[src/rtl/ide_bridge_pkg.sv]
package ide_bridge_pkg;

  typedef enum logic [1:0] {
    SZ_BYTE = 2'd0,
    SZ_HALF = 2'd1,
    SZ_WORD = 2'd2,
    SZ_RSVD = 2'd3
  } acc_size_e;

  typedef enum logic [1:0] {
    TGT_NONE = 2'd0,
    TGT_TASK = 2'd1,
    TGT_CTRL = 2'd2,
    TGT_DATA = 2'd3
  } target_e;

  localparam int unsigned CORE_REG_W = 4;
  localparam logic [CORE_REG_W-1:0] CTRL_CORE_REG = 4'd8;
  localparam logic [CORE_REG_W-1:0] DATA_CORE_REG = 4'd0;

  function automatic logic [15:0] swap16(input logic [15:0] v);
    return {v[7:0], v[15:8]};
  endfunction

  function automatic logic [31:0] swap32(input logic [31:0] v);
    return {v[7:0], v[15:8], v[23:16], v[31:24]};
  endfunction

  // all-ones pattern as wide as the access
  function automatic logic [31:0] fill_ones(input acc_size_e sz);
    case (sz)
      SZ_BYTE: return 32'h0000_00FF;
      SZ_HALF: return 32'h0000_FFFF;
      default: return 32'hFFFF_FFFF;
    endcase
  endfunction

endpackage

[src/rtl/ide_addr_decode.sv]
module ide_addr_decode
  import ide_bridge_pkg::*;
#(
  parameter int unsigned WIN_BITS    = 12,
  parameter int unsigned STRIDE_BITS = 4,
  parameter int unsigned TASK_FIRST  = 1,
  parameter int unsigned TASK_LAST   = 7,
  parameter int unsigned CTRL_IDX_A  = 8,
  parameter int unsigned CTRL_IDX_B  = 22,
  localparam int unsigned IDX_W      = WIN_BITS - STRIDE_BITS
) (
  input  logic [WIN_BITS-1:0]   win_addr,
  input  acc_size_e             size,
  output logic [IDX_W-1:0]      reg_idx,
  output target_e               target,
  output logic [CORE_REG_W-1:0] core_reg
);

  always_comb begin
    reg_idx  = win_addr[WIN_BITS-1:STRIDE_BITS];
    target   = TGT_NONE;
    core_reg = DATA_CORE_REG;
    case (size)
      SZ_BYTE: begin
        if (int'(reg_idx) >= int'(TASK_FIRST) && int'(reg_idx) <= int'(TASK_LAST)) begin
          target   = TGT_TASK;
          core_reg = CORE_REG_W'(reg_idx);
        end else if (reg_idx == IDX_W'(CTRL_IDX_A) || reg_idx == IDX_W'(CTRL_IDX_B)) begin
          target   = TGT_CTRL;
          core_reg = CTRL_CORE_REG;
        end
      end
      SZ_HALF, SZ_WORD: begin
        if (reg_idx == '0) target = TGT_DATA;
      end
      default: target = TGT_NONE;
    endcase
  end

endmodule

[src/rtl/ide_beat_seq.sv]
module ide_beat_seq
  import ide_bridge_pkg::*;
(
  input  logic                  clk,
  input  logic                  rst_n,
  input  logic                  accept,
  input  logic                  is_write,
  input  acc_size_e             size,
  input  target_e               target,
  input  logic [CORE_REG_W-1:0] core_reg,
  input  logic [31:0]           wdata,
  output logic                  ide_sel,
  output logic                  ide_wr,
  output logic [CORE_REG_W-1:0] ide_reg,
  output logic [15:0]           ide_wdata,
  output logic                  host_ready,
  output logic                  second_beat,
  output logic                  two_beat_start,
  output logic                  rd_final
);

  logic        pend_q;
  logic        pend_wr_q;
  logic [15:0] pend_wdata_q;
  logic [31:0] w_sw32;

  assign w_sw32         = swap32(wdata);
  assign second_beat    = pend_q;
  assign host_ready     = !pend_q;
  assign two_beat_start = accept && target == TGT_DATA && size == SZ_WORD;
  // a read is finished on its last beat, or at once if it makes no beat
  assign rd_final = (pend_q && !pend_wr_q) || (accept && !is_write && !two_beat_start);

  always_comb begin
    ide_sel   = 1'b0;
    ide_wr    = 1'b0;
    ide_reg   = DATA_CORE_REG;
    ide_wdata = '0;
    if (pend_q) begin
      ide_sel   = 1'b1;
      ide_wr    = pend_wr_q;
      ide_wdata = pend_wdata_q;
    end else if (accept && target != TGT_NONE) begin
      ide_sel = 1'b1;
      ide_wr  = is_write;
      ide_reg = core_reg;
      if (target == TGT_DATA)
        ide_wdata = (size == SZ_WORD) ? w_sw32[15:0] : swap16(wdata[15:0]);
      else
        ide_wdata = {8'h00, wdata[7:0]};
    end
  end

  always_ff @(posedge clk) begin
    if (!rst_n) begin
      pend_q       <= 1'b0;
      pend_wr_q    <= 1'b0;
      pend_wdata_q <= '0;
    end else begin
      pend_q <= two_beat_start;
      if (two_beat_start) begin
        pend_wr_q    <= is_write;
        pend_wdata_q <= w_sw32[31:16];
      end
    end
  end

  // the second beat never stretches beyond one cycle
  a_r6_busy_one_cycle: assert property (@(posedge clk) disable iff (!rst_n)
    !host_ready |=> host_ready);

  // a word data access is followed by a data-port beat
  a_r6_second_beat: assert property (@(posedge clk) disable iff (!rst_n)
    two_beat_start |=> ide_sel && ide_reg == DATA_CORE_REG && !host_ready);

endmodule

[src/rtl/ide_rsp_path.sv]
module ide_rsp_path
  import ide_bridge_pkg::*;
(
  input  logic        clk,
  input  logic        rst_n,
  input  logic        is_write,
  input  acc_size_e   size,
  input  target_e     target,
  input  logic        second_beat,
  input  logic        two_beat_start,
  input  logic        rd_final,
  input  logic [15:0] ide_rdata,
  output logic        rsp_valid,
  output logic [31:0] rsp_rdata
);

  logic [15:0] lo_q;
  logic [31:0] rsp_next;

  always_comb begin
    if (second_beat) begin
      rsp_next = swap32({ide_rdata, lo_q});
    end else begin
      case (target)
        TGT_NONE: rsp_next = fill_ones(size);
        TGT_DATA: rsp_next = {16'h0000, swap16(ide_rdata)};
        default:  rsp_next = {24'h0, ide_rdata[7:0]};
      endcase
    end
  end

  always_ff @(posedge clk) begin
    if (!rst_n) begin
      rsp_valid <= 1'b0;
      rsp_rdata <= '0;
      lo_q      <= '0;
    end else begin
      rsp_valid <= rd_final;
      if (rd_final) rsp_rdata <= rsp_next;
      if (two_beat_start && !is_write) lo_q <= ide_rdata;
    end
  end

endmodule

[src/rtl/ide_mmio_bridge.sv]
module ide_mmio_bridge
  import ide_bridge_pkg::*;
#(
  parameter int unsigned ADDR_W      = 32,
  parameter int unsigned WIN_BITS    = 12,
  parameter int unsigned STRIDE_BITS = 4,
  parameter int unsigned CTRL_IDX_A  = 8,
  parameter int unsigned CTRL_IDX_B  = 22
) (
  input  logic              clk,
  input  logic              rst_n,
  input  logic              req_valid,
  input  logic              req_write,
  input  logic [1:0]        req_size,
  input  logic [ADDR_W-1:0] req_addr,
  input  logic [31:0]       req_wdata,
  output logic              host_ready,
  output logic              rsp_valid,
  output logic [31:0]       rsp_rdata,
  output logic              ide_sel,
  output logic              ide_wr,
  output logic [3:0]        ide_reg,
  output logic [15:0]       ide_wdata,
  input  logic [15:0]       ide_rdata
);

  localparam int unsigned IDX_W = WIN_BITS - STRIDE_BITS;

  acc_size_e             size;
  target_e               target;
  logic [IDX_W-1:0]      reg_idx;
  logic [CORE_REG_W-1:0] core_reg;
  logic                  accept;
  logic                  second_beat;
  logic                  two_beat_start;
  logic                  rd_final;
  logic                  addr_hi_unused;

  assign size           = acc_size_e'(req_size);
  assign accept         = req_valid && host_ready;
  assign addr_hi_unused = ^req_addr[ADDR_W-1:WIN_BITS];

  ide_addr_decode #(
    .WIN_BITS(WIN_BITS), .STRIDE_BITS(STRIDE_BITS),
    .TASK_FIRST(1), .TASK_LAST(7),
    .CTRL_IDX_A(CTRL_IDX_A), .CTRL_IDX_B(CTRL_IDX_B)
  ) u_dec (
    .win_addr(req_addr[WIN_BITS-1:0]),
    .size    (size),
    .reg_idx (reg_idx),
    .target  (target),
    .core_reg(core_reg)
  );

  ide_beat_seq u_seq (
    .clk           (clk),
    .rst_n         (rst_n),
    .accept        (accept),
    .is_write      (req_write),
    .size          (size),
    .target        (target),
    .core_reg      (core_reg),
    .wdata         (req_wdata),
    .ide_sel       (ide_sel),
    .ide_wr        (ide_wr),
    .ide_reg       (ide_reg),
    .ide_wdata     (ide_wdata),
    .host_ready    (host_ready),
    .second_beat   (second_beat),
    .two_beat_start(two_beat_start),
    .rd_final      (rd_final)
  );

  ide_rsp_path u_rsp (
    .clk           (clk),
    .rst_n         (rst_n),
    .is_write      (req_write),
    .size          (size),
    .target        (target),
    .second_beat   (second_beat),
    .two_beat_start(two_beat_start),
    .rd_final      (rd_final),
    .ide_rdata     (ide_rdata),
    .rsp_valid     (rsp_valid),
    .rsp_rdata     (rsp_rdata)
  );

  // an unmapped access never reaches the core
  a_r8_no_strobe_unmapped: assert property (@(posedge clk) disable iff (!rst_n)
    accept && target == TGT_NONE |-> !ide_sel);

  // unmapped byte read answers with a single all-ones byte
  a_r4_byte_fill: assert property (@(posedge clk) disable iff (!rst_n)
    accept && !req_write && target == TGT_NONE && size == SZ_BYTE
      |=> rsp_valid && rsp_rdata == 32'h0000_00FF);

  // halfword data write leaves the bridge byte-reversed
  a_r5_half_swap: assert property (@(posedge clk) disable iff (!rst_n)
    accept && req_write && target == TGT_DATA && size == SZ_HALF
      |-> ide_wdata == {req_wdata[7:0], req_wdata[15:8]});

  // every response traces back to a core read beat or an unmapped read
  a_r9_rsp_has_cause: assert property (@(posedge clk) disable iff (!rst_n)
    rsp_valid |-> $past(ide_sel && !ide_wr) || $past(accept && !req_write && target == TGT_NONE));

  // writes never answer
  a_r9_write_silent: assert property (@(posedge clk) disable iff (!rst_n)
    accept && req_write && target != TGT_DATA |=> !rsp_valid);

endmodule

[config.mk]
export PLATFORM = sky130hd
export DESIGN_NAME = ide_mmio_bridge
export DESIGN_NICKNAME = d
export VERILOG_FILES = /design/src/rtl/ide_bridge_pkg.sv /design/src/rtl/ide_addr_decode.sv /design/src/rtl/ide_beat_seq.sv /design/src/rtl/ide_rsp_path.sv /design/src/rtl/ide_mmio_bridge.sv
export SDC_FILE = /design/constraint.sdc
export NUM_CORES = 1
export LEC_CHECK = 0
export BUFFER_PORTS_ARGS = -buffer_cell sky130_fd_sc_hd__clkbuf_2
export CORE_ASPECT_RATIO = 0.7
export CORE_UTILIZATION = 49
export CTS_BUF_LIST = sky130_fd_sc_hd__clkbuf_8
export DETAILED_ROUTE_END_ITERATION = 6
export GPL_TIMING_DRIVEN = 1
export HOLD_SLACK_MARGIN = 0.05
export PLACE_DENSITY = 0.82
export SYNTH_ARGS = -nofsm -noshare
export SYNTH_HDL_FRONTEND = slang
export SYNTH_SLANG_ARGS = --single-unit
[constraint.sdc]
create_clock -name clk -period 3.2 [get_ports clk]
set_input_delay 0.64 -clock clk [delete_from_list [all_inputs] [get_ports clk]]
set_output_delay 0.64 -clock clk [all_outputs]
set_load 0.03 [all_outputs]
# Word-level counts from Yosys, hierarchy flattened
# Cells that the tools add are included.
# classes
order_cmp	2
n_eq_ne	5
n_reduce_logical	20
n_mux	20
# ops
cell	n
32-bit case mux with 2 select lines	2
16-bit two-way mux	4
32-bit two-way mux	1
4-bit two-way mux	5
1-bit logical AND	9
8-bit by 4-bit == test with 1-bit output, second input constant	1
8-bit by 5-bit == test with 1-bit output, second input constant	1
8-bit by 1-bit greater-or-equal comparator with 1-bit output, second input constant	1
8-bit by 3-bit <= comparator with 1-bit output, second input constant	1
8-bit zero test	1
2-bit two-way mux	3
2-bit == test, second input constant	2
1-bit zero test	4
2-bit zero test	2
1-bit two-way mux	4
2-bit case mux with 2 select lines	1
2-bit by 1-bit == test with 1-bit output, second input constant	1
1-bit logical OR	2
2-bit nonzero test	1
2-bit OR reduction	1
# word_totals
word_cells	53
output_inout_bits	56
in_bits	86
regBits	67

# Depth between registers and ports, before layout
# depth
ltp_word	11
depth_mapped	9
mapped_depth_nobuf	7

# Modules after synthesis
# Synthesis repeated with hierarchy kept, for this count alone.
# unflattened
cells_unflattened	404
hier_area_um2	3437.0
# modules_own_cells
mod	cells_per_inst	n_inst	seq_area_each_um2	area_each_um2
ide_rsp_path	228	1	980.9	1974.4
ide_beat_seq	147	1	360.3	1238.7
ide_addr_decode	28	1	0.0	217.7
ide_mmio_bridge	1	1	0.0	6.3

# Least setup slack after synthesis
# No wires, ideal clock.
# synth_timing
path_type	input-to-output
startpoint	input req_size[0]
endpoint	output ide_wdata[0]
stages	7
arrival_time_ns	2.521
slack_ns	0.039
required_time_ns	2.560
path_buffers	0
cell_sequence	inv_1 -> ha_1 -> nor4b_4 -> a21oi_1 -> o21a_1 -> or3_1 -> o21ai_0
# synth_via
elab_chain_cells	7
elab_cells_between_ends	12
classes_between	eq/ne (3); mux (5); reduce/logical (4)
# synth_lines
element	line_no	rtl
start: declaration	ide_mmio_bridge.sv:14	input logic [1:0] req_size,
2-bit by 1-bit == test with 1-bit output or 2-bit == test (tied branches)	ide_addr_decode.sv:23, ide_beat_seq.sv:48	
2-bit OR reduction	ide_addr_decode.sv:23	case (size)
2-bit case mux with 2 select lines	ide_addr_decode.sv:23	
2-bit == test or 2-bit nonzero test (tied branches)	ide_beat_seq.sv:47, ide_beat_seq.sv:43	
16-bit two-way mux or 1-bit logical AND (tied branches)	ide_beat_seq.sv:47, ide_beat_seq.sv:43	
16-bit two-way mux (*)	ide_beat_seq.sv:43	end else if (accept && target != TGT_NONE) begin
16-bit two-way mux (*)	ide_beat_seq.sv:39	if (pend_q) begin
end: declaration	ide_mmio_bridge.sv:23	output logic [15:0] ide_wdata,
# Every way passes the cells marked *; elsewhere a longest branch is shown, timed or not.

# Final worst setup path
# layout_timing
startpoint	input req_size[0]
endpoint	output ide_wdata[3]
# Same word-level chain as after synthesis.

==> flow_metrics.env <==
export IMPL_status="finished clean"
export IMPL_fin_crit_ns=3.09
export IMPL_wl_per_cell_um=14.8
export IMPL_wl_um=9520
export IMPL_fin_hold_ws_ns=0.452
export IMPL_synth_top_area_frac=0.402
export IMPL_reg2regPathDepth=7
export IMPL_r2r_slack_ns=1.09
export IMPL_hold_path_depth=2
export IMPL_cp_start_kind="input port"
export IMPL_worstPathArrival_ns=2.45
export IMPL_fp_dieW_um=101
export IMPL_synth_top_cells_by_area="dfxtp_1, nand2_1, a21oi_1, o21ai_0, mux2i_1"
export IMPL_cts_buffers=9
export IMPL_core_area_um2=6400
export IMPL_synth_cells=439
export IMPL_skew_ns=0.0123
export IMPL_cts_tree="yes"
export IMPL_yosysSeqAreaShare=0.402
export IMPL_r2r_start="u_seq.second_beat$_SDFF_PN0_"
export IMPL_hp_class="flip-flop to flip-flop"
export IMPL_netlist_area_um2=3330
export IMPL_final_common_cell="nand2_1"
export IMPL_mostFrequentLayoutCells="nand2_1, clkbuf_2, dfxtp_1"
export IMPL_swShare=0.270
export IMPL_crit_type="input port to output port"
export IMPL_clkPwrFrac=0.419
export IMPL_gp_congestion=0.818
export IMPL_critical_path_max_fanout=11
export IMPL_clkSinkCount=67
export IMPL_wl_met2_um=4290
export IMPL_synth_fp_nets=529
export IMPL_finalWorstSetupSlack_ns=0.108
export IMPL_synth_async_reset_ratio=0
export IMPL_dp_cells=628
export IMPL_fp_dieH_um=71.0
export IMPL_drtAntennaViolNets=0
export IMPL_grtUsageTotal=0.276
export IMPL_wl_met1_um=4260
export IMPL_hpwl_um=6740
export IMPL_cts_htree_levels=3
export IMPL_p_leak_nw=1.78
export IMPL_p_total_mw=2.03
export IMPL_yosys_warnings=0
export IMPL_ys_ff_latch=67
export IMPL_clkLatencyLatePin_ns=0.35
export IMPL_fin_cells=644
export IMPL_cts_root_buf="clkbuf_8"
export IMPL_die_area_um2=7140
export IMPL_start_util=0.521
export IMPL_ios=142
export IMPL_path_clk_slew_ns=0.06
export IMPL_fmax_mhz=323
export IMPL_holdPathEnd="u_seq.pend_wdata_q[2]$_SDFFE_PN0P_"
export IMPL_period_share=0.966
export IMPL_drive_gt1_frac=0.291
export IMPL_place_port_buffers=117
export IMPL_worstPathRequired_ns=2.56
export IMPL_nets=638
export IMPL_area_growth_pct=26.8
export IMPL_max_slew_worst_pin_slew_ns=0.715
export IMPL_rsz0062_at_grt="no"
export IMPL_finalSetupViolations=0
export IMPL_pwr_density_cell_nw_per_um2=480
export IMPL_seq_area_um2=1340
export IMPL_clock_path_buffers=2
export IMPL_via_per_inst=5.64
export IMPL_vias=3631
export IMPL_drc=0
export IMPL_tns_ns=0
export IMPL_drt_pass1_iter_count=7
export IMPL_finalHoldViolCount=0
export IMPL_drt_iter0_markers=309
export IMPL_top_layer_used="met4"
export IMPL_place_area_um2=3980
export IMPL_overflow=0
export IMPL_p_switching_uw=547
export IMPL_grt_antenna_before_repair=0
export IMPL_power_internal_mw=1.48
export IMPL_synth_edf_count=0
export IMPL_syn_avg_cell_area_um2=7.59
export IMPL_wl_met3_um=840
export IMPL_diodes=0
export IMPL_pwr_share_comb=0.145
export IMPL_grt_pass1_vias=3277
export IMPL_post_route_util=0.661
export IMPL_synth_largest_area_cell="dfxtp_1"
export IMPL_hp_start="u_seq.pend_wdata_q[2]$_SDFFE_PN0P_"
export IMPL_endpoint_kind="output port"
export IMPL_critPathLaunch="req_size[0]"
export IMPL_rr_endpoint="u_rsp.rsp_rdata[16]$_SDFFE_PN0P_"
export IMPL_ys_types=39
export IMPL_grt_max_degree=50
export IMPL_multi_input_area_um2=1800
export IMPL_maxCapViolations=0
export IMPL_seq_power_share=0.437
export IMPL_slew_violations=0
export IMPL_fillers=557
export IMPL_slew_headroom=0.523
export IMPL_vdd_drop_max_uv=266
export IMPL_synth_main_ff_cell="dfxtp_1"
export IMPL_fp_row_count=24
export IMPL_grt_pass1_wl_um=15500
export IMPL_place_ws_ns=-0.0747
export IMPL_design_area_um2=4230
## kinds of logic (layout without fill, tap and decap cells)
| family | Yosys count | count (layout) | share of synthesized area |
|---|---|---|---|
| multiplexers | 17 | 17 | 0.0511 |
| adder cells (fa/ha/maj) | 4 | 4 | 0.0150 |
| AO/OA/AOI/OAI | 141 | 141 | 0.241 |
| buffers and inverters | 43 | 157 | 0.0604 |
| AND/OR/NAND/NOR | 167 | 167 | 0.230 |
| flip-flops | 67 | 67 | 0.402 |
## state kept, by name, indices dropped and copies added, names as in the netlist
signal,count
u_rsp.lo_q,16
u_seq.second_beat,1
u_rsp.rsp_rdata,32
u_rsp.rsp_valid,1
u_seq.pend_wr_q,1
u_seq.pend_wdata_q,16
## layer usage
metal  vias up  GRT usage
met3        22     0.0879
li1       1746          -
met5         -          0
met1      1681      0.366
met2       182      0.433
met4         0     0.0773
## what timing repair did
item,CTS,global route
endpoints found under the setup margin,11,1
setup buffers,0,0
gates resized for setup,1,2
hold buffers,0,0
## worst max path at each step
| stage | endpoint | slack [ns] | cells past startpoint |
|---|---|---|---|
| 3_5_place_dp | ide_wdata[0] | -0.07 | 9 |
| 2_1_floorplan | ide_wdata[0] | 0.04 | 7 |
| 4_1_cts | ide_wdata[0] | 0.09 | 9 |
| 6_report | ide_wdata[3] | 0.11 | 9 |
| 5_1_grt | ide_reg[2] | 0.002 | 9 |
| 3_3_place_gp | ide_wdata[0] | -0.008 | 9 |
## synthesized netlist by cell type, types with 7 or more instances
master / count
mux2i_1: 17
o21ai_1: 7
buf_2: 8
nand2_1: 120
o21ai_0: 42
clkbuf_1: 20
and3_1: 9
dfxtp_1: 67
inv_1: 8
o32ai_1: 9
nor2_1: 14
a21oi_1: 54
a31oi_1: 16
## area by class of cell
type	instances	area share
multi-input combinational	329	0.425
sequential	67	0.317
timing repair buffer	132	0.166
clock buffer	9	0.0293
clock inverter	7	0.0278
tap	91	0.0269
inverter	9	0.00799
## critical path, stage by stage
cell      delay (ns)
clkbuf_2        0.11
inv_1           0.06
ha_1            0.27
nor4b_4         0.20
a21oi_1         0.09
o21a_1          0.20
or3_4           0.43
o21ai_1         0.20
clkbuf_2        0.23
## power by group through the flow
stage                     logic (mW)  registers (mW)  clock network, mW
after CTS                      0.292           0.886              0.851
after floorplan                0.106           0.973                  0
final                          0.294           0.886              0.850
after global placement         0.285           0.903                  0
after global routing           0.319           0.890              0.893
after detailed placement       0.292           0.905                  0
Note: power is estimated with default switching activity, not from simulation.
